==> src/rtl/ibcb_pkg.sv <==
package ibcb_pkg;

  localparam int HOST_W    = 64;
  localparam int BUS_DW    = 32;
  localparam int BUS_AW    = 32;
  localparam int SIZE_W    = 4;
  localparam int IDX_W     = 2;
  localparam int MAX_BYTES = 8;
  localparam int RW_BIT    = 48;
  localparam int SIZE_LSB  = 56;
  localparam int DONE_BIT  = 11;
  localparam int RDATA_LSB = 26;
  localparam int DATA_LSB  = HOST_W - BUS_DW;

  typedef enum logic [IDX_W-1:0] {
    REG_CTRL = 2'd0,
    REG_RST  = 2'd1,
    REG_STAT = 2'd2,
    REG_DATA = 2'd3
  } reg_idx_e;

  typedef struct packed {
    logic              is_read;
    logic [SIZE_W-1:0] size;
    logic [BUS_AW-1:0] addr;
  } cmd_t;

  function automatic cmd_t decode_cmd(input logic [HOST_W-1:0] w);
    cmd_t c;
    c.is_read = w[RW_BIT];
    c.size    = w[SIZE_LSB +: SIZE_W];
    c.addr    = w[BUS_AW-1:0];
    return c;
  endfunction

  function automatic logic size_ok(input logic [SIZE_W-1:0] s);
    return int'(s) <= MAX_BYTES;
  endfunction

  function automatic logic [HOST_W-1:0] pack_status(input logic [BUS_DW-1:0] d,
                                                    input logic err,
                                                    input logic is_read);
    logic [HOST_W-1:0] v;
    logic [BUS_DW-1:0] field;
    v = '0;
    v[DONE_BIT] = 1'b1;
    if (is_read) begin
      field = err ? {BUS_DW{1'b1}} : d;
      v[RDATA_LSB +: BUS_DW] = field;
    end
    return v;
  endfunction

endpackage

==> src/rtl/ibcb_regfile.sv <==
module ibcb_regfile
  import ibcb_pkg::*;
(
  input  logic              clk,
  input  logic              rst_n,
  input  logic              wr_en,
  input  logic              rd_en,
  input  reg_idx_e          idx,
  input  logic [BUS_DW-1:0] data_in,
  input  logic              stat_load,
  input  logic [HOST_W-1:0] stat_value,
  output logic [HOST_W-1:0] rdata,
  output logic [BUS_DW-1:0] data_q,
  output logic [HOST_W-1:0] stat_q
);

  logic data_wr;
  logic stat_rd;

  assign data_wr = wr_en && (idx == REG_DATA);
  assign stat_rd = rd_en && (idx == REG_STAT);

  always_ff @(posedge clk) begin
    if (!rst_n) begin
      data_q <= '0;
    end else if (data_wr) begin
      data_q <= data_in;
    end
  end

  // A load from the sequencer wins over the clear-on-read.
  always_ff @(posedge clk) begin
    if (!rst_n) begin
      stat_q <= '0;
    end else if (stat_load) begin
      stat_q <= stat_value;
    end else if (stat_rd) begin
      stat_q <= '0;
    end
  end

  always_comb begin
    unique case (idx)
      REG_STAT: rdata = stat_q;
      REG_DATA: rdata = {data_q, {DATA_LSB{1'b0}}};
      default:  rdata = '0;
    endcase
  end

endmodule

==> src/rtl/ibcb_sequencer.sv <==
module ibcb_sequencer
  import ibcb_pkg::*;
(
  input  logic              clk,
  input  logic              rst_n,
  input  logic              cmd_wr,
  input  logic [HOST_W-1:0] cmd_word,
  input  logic [BUS_DW-1:0] data_q,
  input  logic              bus_req_ready,
  input  logic              bus_rsp_valid,
  input  logic              bus_rsp_err,
  input  logic [BUS_DW-1:0] bus_rsp_rdata,
  output logic              bus_req_valid,
  output logic              bus_req_write,
  output logic [SIZE_W-1:0] bus_req_size,
  output logic [BUS_AW-1:0] bus_req_addr,
  output logic [BUS_DW-1:0] bus_req_wdata,
  output logic              busy,
  output logic              cmd_accept,
  output logic              stat_load,
  output logic [HOST_W-1:0] stat_value
);

  typedef enum logic [1:0] {
    SQ_IDLE = 2'd0,
    SQ_REQ  = 2'd1,
    SQ_WAIT = 2'd2
  } sq_state_e;

  sq_state_e         state;
  cmd_t              cmd_in;
  cmd_t              cmd_q;
  logic [BUS_DW-1:0] wdata_q;

  assign cmd_in     = decode_cmd(cmd_word);
  assign cmd_accept = cmd_wr && (state == SQ_IDLE) && size_ok(cmd_in.size);
  assign stat_load  = (state == SQ_WAIT) && bus_rsp_valid;
  assign stat_value = pack_status(bus_rsp_rdata, bus_rsp_err, cmd_q.is_read);

  always_ff @(posedge clk) begin
    if (!rst_n) begin
      state   <= SQ_IDLE;
      cmd_q   <= '0;
      wdata_q <= '0;
    end else begin
      unique case (state)
        SQ_IDLE: if (cmd_accept) begin
          cmd_q   <= cmd_in;
          wdata_q <= data_q;
          state   <= SQ_REQ;
        end
        SQ_REQ:  if (bus_req_ready) state <= SQ_WAIT;
        SQ_WAIT: if (bus_rsp_valid) state <= SQ_IDLE;
        default: state <= SQ_IDLE;
      endcase
    end
  end

  assign busy          = (state != SQ_IDLE);
  assign bus_req_valid = (state == SQ_REQ);
  assign bus_req_write = !cmd_q.is_read;
  assign bus_req_size  = cmd_q.size;
  assign bus_req_addr  = cmd_q.addr;
  assign bus_req_wdata = wdata_q;

endmodule

==> src/rtl/ibus_cmd_bridge.sv <==
module ibus_cmd_bridge
  import ibcb_pkg::*;
(
  input  logic              clk,
  input  logic              rst_n,
  input  logic              host_wr_en,
  input  logic              host_rd_en,
  input  logic [IDX_W-1:0]  host_word_addr,
  input  logic [HOST_W-1:0] host_wdata,
  output logic [HOST_W-1:0] host_rdata,
  output logic              busy,
  output logic              bus_req_valid,
  input  logic              bus_req_ready,
  output logic              bus_req_write,
  output logic [SIZE_W-1:0] bus_req_size,
  output logic [BUS_AW-1:0] bus_req_addr,
  output logic [BUS_DW-1:0] bus_req_wdata,
  input  logic              bus_rsp_valid,
  input  logic              bus_rsp_err,
  input  logic [BUS_DW-1:0] bus_rsp_rdata
);

  reg_idx_e          idx;
  logic              cmd_wr;
  logic              cmd_accept;
  logic              stat_load;
  logic [HOST_W-1:0] stat_value;
  logic [HOST_W-1:0] stat_q;
  logic [BUS_DW-1:0] data_q;

  assign idx    = reg_idx_e'(host_word_addr);
  assign cmd_wr = host_wr_en && (idx == REG_CTRL);

  ibcb_regfile u_regs (
    .clk        (clk),
    .rst_n      (rst_n),
    .wr_en      (host_wr_en),
    .rd_en      (host_rd_en),
    .idx        (idx),
    .data_in    (host_wdata[HOST_W-1:DATA_LSB]),
    .stat_load  (stat_load),
    .stat_value (stat_value),
    .rdata      (host_rdata),
    .data_q     (data_q),
    .stat_q     (stat_q)
  );

  ibcb_sequencer u_seq (
    .clk           (clk),
    .rst_n         (rst_n),
    .cmd_wr        (cmd_wr),
    .cmd_word      (host_wdata),
    .data_q        (data_q),
    .bus_req_ready (bus_req_ready),
    .bus_rsp_valid (bus_rsp_valid),
    .bus_rsp_err   (bus_rsp_err),
    .bus_rsp_rdata (bus_rsp_rdata),
    .bus_req_valid (bus_req_valid),
    .bus_req_write (bus_req_write),
    .bus_req_size  (bus_req_size),
    .bus_req_addr  (bus_req_addr),
    .bus_req_wdata (bus_req_wdata),
    .busy          (busy),
    .cmd_accept    (cmd_accept),
    .stat_load     (stat_load),
    .stat_value    (stat_value)
  );

endmodule

==> config.mk <==
export PLATFORM = sky130hd
export DESIGN_NAME = ibus_cmd_bridge
export DESIGN_NICKNAME = d
export VERILOG_FILES = /design/src/rtl/ibcb_pkg.sv /design/src/rtl/ibcb_regfile.sv /design/src/rtl/ibcb_sequencer.sv /design/src/rtl/ibus_cmd_bridge.sv
export SDC_FILE = /design/constraint.sdc
export NUM_CORES = 1
export LEC_CHECK = 0
export ABC_AREA = 0
export ABC_CLOCK_PERIOD_IN_PS = 2200
export BUFFER_PORTS_ARGS = -buffer_cell sky130_fd_sc_hd__buf_2
export CORE_ASPECT_RATIO = 0.9
export CORE_UTILIZATION = 50
export DETAILED_ROUTE_END_ITERATION = 12
export MAX_ROUTING_LAYER = met4
export PLACE_DENSITY = 0.89
export SLEW_MARGIN = 15
export SYNTH_ARGS = -nofsm -noshare
export SYNTH_HDL_FRONTEND = slang
export SYNTH_SLANG_ARGS = --single-unit
==> constraint.sdc <==
create_clock -name clk -period 2.2 [get_ports clk]
set_input_delay 0.33 -clock clk [delete_from_list [all_inputs] [get_ports clk]]
set_output_delay 0.33 -clock clk [all_outputs]
set_load 0.05 [all_outputs]
* Word-level counts from Yosys, hierarchy flattened *
Index checks and enable logic that the tools add are counted.

word-level totals
  flip-flop bits (word level) = 136
  input bits = 105
  output and inout port bits = 135
  logic and storage cells = 37

operators by class
  order comparisons = 1
  equal/unequal tests = 7
  multiplexer cells = 9
  reductions and logical operators = 13

operators with widths
  cell                number
  $pmux 64 s2         1
  $mux 58             2
  $mux 32             2
  $eq 2x2->1 const B  3
  $logic_and 1x1->1   6
  $mux 2              3
  $pmux 2 s3          1
  $le 4x4->1 const B  1
  $logic_not 2->1     2
  $ne 2x2->1 const B  2
  $reduce_bool 2->1   2
  $reduce_and 3->1    1
  $eq 2x1->1 const B  1
  $ne 2x1->1 const B  1
  $reduce_and 2->1    1
  $logic_not 1->1     1

* Depth between registers and ports, before layout *
  depth after elaboration = 6
  depth in mapped cells = 6
  depth with buffers taken out = 3

* Modules after synthesis *
A second synthesis with hierarchy kept.

second synthesis, totals
  cell total of the unflattened synthesis = 916
  area total of the unflattened synthesis = 8,459.4 µm²

modules (own cells, without submodules)
  module           times used  cells an instance  area each (µm²)  sequential area each (µm²)
  ibcb_regfile     1           461                4,730.8          1,921.8
  ibcb_sequencer   1           454                3,716.1          1,421.4
  ibus_cmd_bridge  1           1                  12.5             0.0

* Worst setup path after synthesis *
Ideal clock, no wire load.

  path kind = input to output
  from = input port host_word_addr[0]
  to = output port host_rdata[32]
  data arrival time = 1.643 ns
  data required time = 1.870 ns
  path slack = 0.227 ns
  cell stages on the path = 4
  buffers on the path = 2
  path through = buf_2 -> buf_1 -> mux2i_1 -> nor2b_1

on the way
  longest elaborated chain between the ends = 2
  elaborated cells between the ends (all ways) = 3
  classes of those cells = eq/ne (2); mux (1)

ends and longest elaborated chain
  what                RTL line               RTL
  start: declaration  ibus_cmd_bridge.sv:8   input logic [IDX_W-1:0] host_word_addr,
  $eq 2x2->1          ibcb_regfile.sv:43     unique case (idx)
  $pmux 64 s2 (*)     ibcb_regfile.sv:43
  end: declaration    ibus_cmd_bridge.sv:10  output logic [HOST_W-1:0] host_rdata,

Every way passes the cells marked *; elsewhere a longest branch is shown, timed or not.

* Final worst setup path *
  from = input port host_word_addr[1]
  to = output port host_rdata[11]

Same word-level chain as after synthesis.

==> impl_metrics.prom <==
# TYPE chip_impl_metric gauge
chip_impl_metric{name="min_period_over_period",unit=""} 0.859
chip_impl_metric{name="gate_count_after_technology_mapping",unit=""} 737
chip_impl_metric{name="timing.slew.headroom",unit=""} 0.660
chip_impl_metric{name="ant_nets",unit=""} 0
chip_impl_metric{name="cts_hold_buf",unit=""} 0
chip_impl_info{name="timing.rr.end",value="u_seq.bus_req_wdata[10]"} 1
chip_impl_metric{name="fin_crit",unit="ns"} 1.89
chip_impl_metric{name="drtIter0Drc",unit=""} 202
chip_impl_info{name="layout.cells.most_common_list",value="buf_2, nand2_1, dfxtp_1"} 1
chip_impl_metric{name="timing.final.hold_violations",unit=""} 0
chip_impl_metric{name="timing.max_cap.violations",unit=""} 0
chip_impl_metric{name="placedInstanceArea",unit="µm²"} 7140
chip_impl_metric{name="hpwl",unit="µm"} 10800
chip_impl_metric{name="fin_skew",unit="ns"} 0.00915
chip_impl_metric{name="ys_seq_area_frac",unit=""} 0.424
chip_impl_metric{name="layout.cell_area.non_filler",unit="µm²"} 7780
chip_impl_metric{name="crit_path_max_fanout",unit=""} 18
chip_impl_metric{name="first_pass_grt_wire_length",unit="µm"} 23800
chip_impl_metric{name="pwr_density_cell",unit="nW/µm²"} 793
chip_impl_metric{name="area_of_combinational_cells_with_multiple_inputs",unit="µm²"} 2970
chip_impl_metric{name="synth.lib_cells_used.distinct",unit=""} 28
chip_impl_metric{name="clock-sinks",unit=""} 136
chip_impl_metric{name="achievable-frequency",unit="GHz"} 0.529
chip_impl_metric{name="track_usage",unit=""} 0.238
chip_impl_info{name="worst_r2r_startpoint",value="u_seq.state[1]"} 1
chip_impl_info{name="status",value="finished clean"} 1
chip_impl_info{name="worstSetupPathType",value="in2out"} 1
chip_impl_metric{name="fp.dieH",unit="µm"} 110
chip_impl_info{name="hold-path-endpoint",value="u_seq.bus_req_addr[25]"} 1
chip_impl_metric{name="cts_max_path_buffers",unit=""} 2
chip_impl_metric{name="dieArea",unit="µm²"} 13300
chip_impl_metric{name="post_cts_resized",unit=""} 0
chip_impl_info{name="ys.flop_type",value="dfxtp_1"} 1
chip_impl_metric{name="port_buffer_count",unit=""} 214
chip_impl_info{name="cts_tree",value="done"} 1
chip_impl_metric{name="gp_congestion",unit=""} 0.850
chip_impl_metric{name="leakage",unit="nW"} 3.39
chip_impl_metric{name="postSynth.asyncResetShare",unit=""} 0
chip_impl_metric{name="worst-slew-pin-transition",unit="ns"} 0.510
chip_impl_metric{name="setup.reg_to_reg.worst_slack",unit="ns"} 0.39
chip_impl_metric{name="drc",unit=""} 0
chip_impl_metric{name="fp.coreArea",unit="µm²"} 12300
chip_impl_metric{name="grt_pass1_vias",unit=""} 4750
chip_impl_metric{name="post_cts.repair.setup_buffers",unit=""} 0
chip_impl_metric{name="grt_max_degree",unit=""} 68
chip_impl_metric{name="setup_violations",unit=""} 0
chip_impl_info{name="hold_start",value="host_wdata[25]"} 1
chip_impl_metric{name="number_of_buffers_added_by_the_clock_tree_synthesis_step",unit=""} 17
chip_impl_metric{name="timing.critical_path.required",unit="ns"} 1.87
chip_impl_metric{name="floorplan.io_pins",unit=""} 240
chip_impl_metric{name="fin_tns_setup",unit="ns"} 0
chip_impl_metric{name="worst_skew_pair.late_latency",unit="ns"} 0.41
chip_impl_metric{name="first_pass_iters",unit=""} 5
chip_impl_metric{name="layout-drive-gt1-share",unit=""} 0.288
chip_impl_metric{name="r2r_cells",unit=""} 4
chip_impl_info{name="synth_area_leaders",value="dfxtp_1, mux2i_1, nand2_1, a21boi_0, buf_4"} 1
chip_impl_metric{name="yosysTopAreaCellShare",unit=""} 0.424
chip_impl_info{name="synth_largest_area_cell",value="dfxtp_1"} 1
chip_impl_info{name="rsz0062_at_grt",value="no"} 1
chip_impl_metric{name="floorplan.rows",unit=""} 38
chip_impl_metric{name="routed-via-count",unit=""} 5241
chip_impl_metric{name="post_synth.cell_area_avg",unit="µm²"} 8.72
chip_impl_metric{name="clk_transition_reported_paths",unit="ns"} 0.06
chip_impl_metric{name="gr-total-overflow",unit=""} 0
chip_impl_info{name="hold_path_class",value="in2reg"} 1
chip_impl_metric{name="detail_route.wirelength",unit="µm"} 15300
chip_impl_info{name="commonest_non_fill_non_tap_cell_in_the_layout",value="buf_2"} 1
chip_impl_info{name="crit_path_end_kind",value="output pin"} 1
chip_impl_metric{name="htree_levels",unit=""} 4
chip_impl_metric{name="synth-warning-count",unit=""} 0
chip_impl_metric{name="nets",unit=""} 994
chip_impl_metric{name="synth_area",unit="µm²"} 6430
chip_impl_metric{name="ff_latch_area",unit="µm²"} 2720
chip_impl_metric{name="grt_antenna_before_repair",unit=""} 0
chip_impl_metric{name="synth.ff_latch_count",unit=""} 136
chip_impl_metric{name="drt-vias-per-instance",unit=""} 4.93
chip_impl_info{name="startpoint_type",value="input port"} 1
chip_impl_metric{name="vdd_drop_max",unit="µV"} 558
chip_impl_metric{name="hold-path-cell-count",unit=""} 3
chip_impl_metric{name="worst-endpoint-arrival",unit="ns"} 1.56
chip_impl_metric{name="routed_wire_length_per_instance",unit="µm"} 14.4
chip_impl_metric{name="drv_slew",unit=""} 0
chip_impl_metric{name="synth-edff-count",unit=""} 0
chip_impl_metric{name="nFillCells",unit=""} 1071
chip_impl_metric{name="area_growth_syn_to_layout",unit="%"} 21.1
chip_impl_info{name="clockRootBuffer",value="clkbuf_16"} 1
chip_impl_metric{name="initial_utilization",unit=""} 0.524
chip_impl_metric{name="die_x",unit="µm"} 122
state kept, by name, indices dropped and copies added (netlist names):
register,flops
u_regs.stat_q,33
u_regs.data_q,32
u_seq.bus_req_addr,32
u_seq.bus_req_wdata,32
u_seq.bus_req_size,4
u_seq.state,2
u_seq.cmd_q,1
layout make-up:
| type | instances | area share |
|---|---|---|
| clock buffers | 22 | 0.0609 |
| inverters | 1 | 0.000482 |
| well taps | 160 | 0.0257 |
| diodes | 1 | 0.000322 |
| flip-flops and latches | 136 | 0.350 |
| repair buffers | 227 | 0.159 |
| multi-input cells | 506 | 0.382 |
| clock inverters | 10 | 0.0215 |
stage by stage:
step / cells / total power (W) / util / hold WS (ns) / setup slack [ns]
floorplan: 761 / 0.00305 / - / 0.435 / 0.227
global placement: 1030 / 0.00316 / 0.582 / 0.440 / 0.356
detailed placement: 1030 / 0.00316 / 0.582 / 0.445 / 0.269
CTS: 1062 / 0.00621 / 0.634 / 0.150 / 0.305
global route: 1062 / 0.00640 / 0.634 / 0.156 / 0.196
finish: 1063 / 0.00617 / 0.634 / 0.166 / 0.310
report_power, final:
part	switching (W)	total [W]	internal, W
sequential	0.0000299	0.00253	0.00250
combinational	0.000391	0.000577	0.000186
clock	0.00107	0.00306	0.00200
total	0.00149	0.00617	0.00468
worst max-delay path by stage:
| stage | from | endpoint |
|---|---|---|
| after floorplan | host_word_addr[0] | host_rdata[32] |
| after global placement | host_word_addr[0] | u_seq.bus_req_addr[14] |
| after detailed placement | host_word_addr[0] | u_seq.bus_req_wdata[10] |
| after CTS | host_word_addr[1] | host_rdata[11] |
| after global routing | host_word_addr[1] | host_rdata[30] |
| final | host_word_addr[1] | host_rdata[11] |
cells in the mapped netlist (all sizes together) (3+ instances only):
cell and count:
nand3b 3, nor2b 30, dfxtp 136, nand3 33, a21boi 65, clkbuf 37, mux2i 93, and2 7
o21ai 32, nand2 201, buf 81, and3 8
per-layer routing:
metal	routed length (µm)	track usage	vias to the layer above
met5	0	-	-
met4	86	0.0714	0
met3	1000	0.0643	12
met2	6990	0.363	185
met1	7240	0.309	2394
li1	-	-	2650
worst max-delay path, cell delays in order:
cell	delay, ns
buf_2	0.26
nor2b_1	0.49
and2_1	0.21
buf_2	0.26
cells by family after synthesis:
family,after synthesis,share of synthesized area
buffers and inverters,119,0.128
DFF,136,0.424
and+or+nand+nor,286,0.196
AOI/OAI and AO/OA,102,0.107
muxes,93,0.145
other,1,0.000583
(Power assumes the default switching activity.)
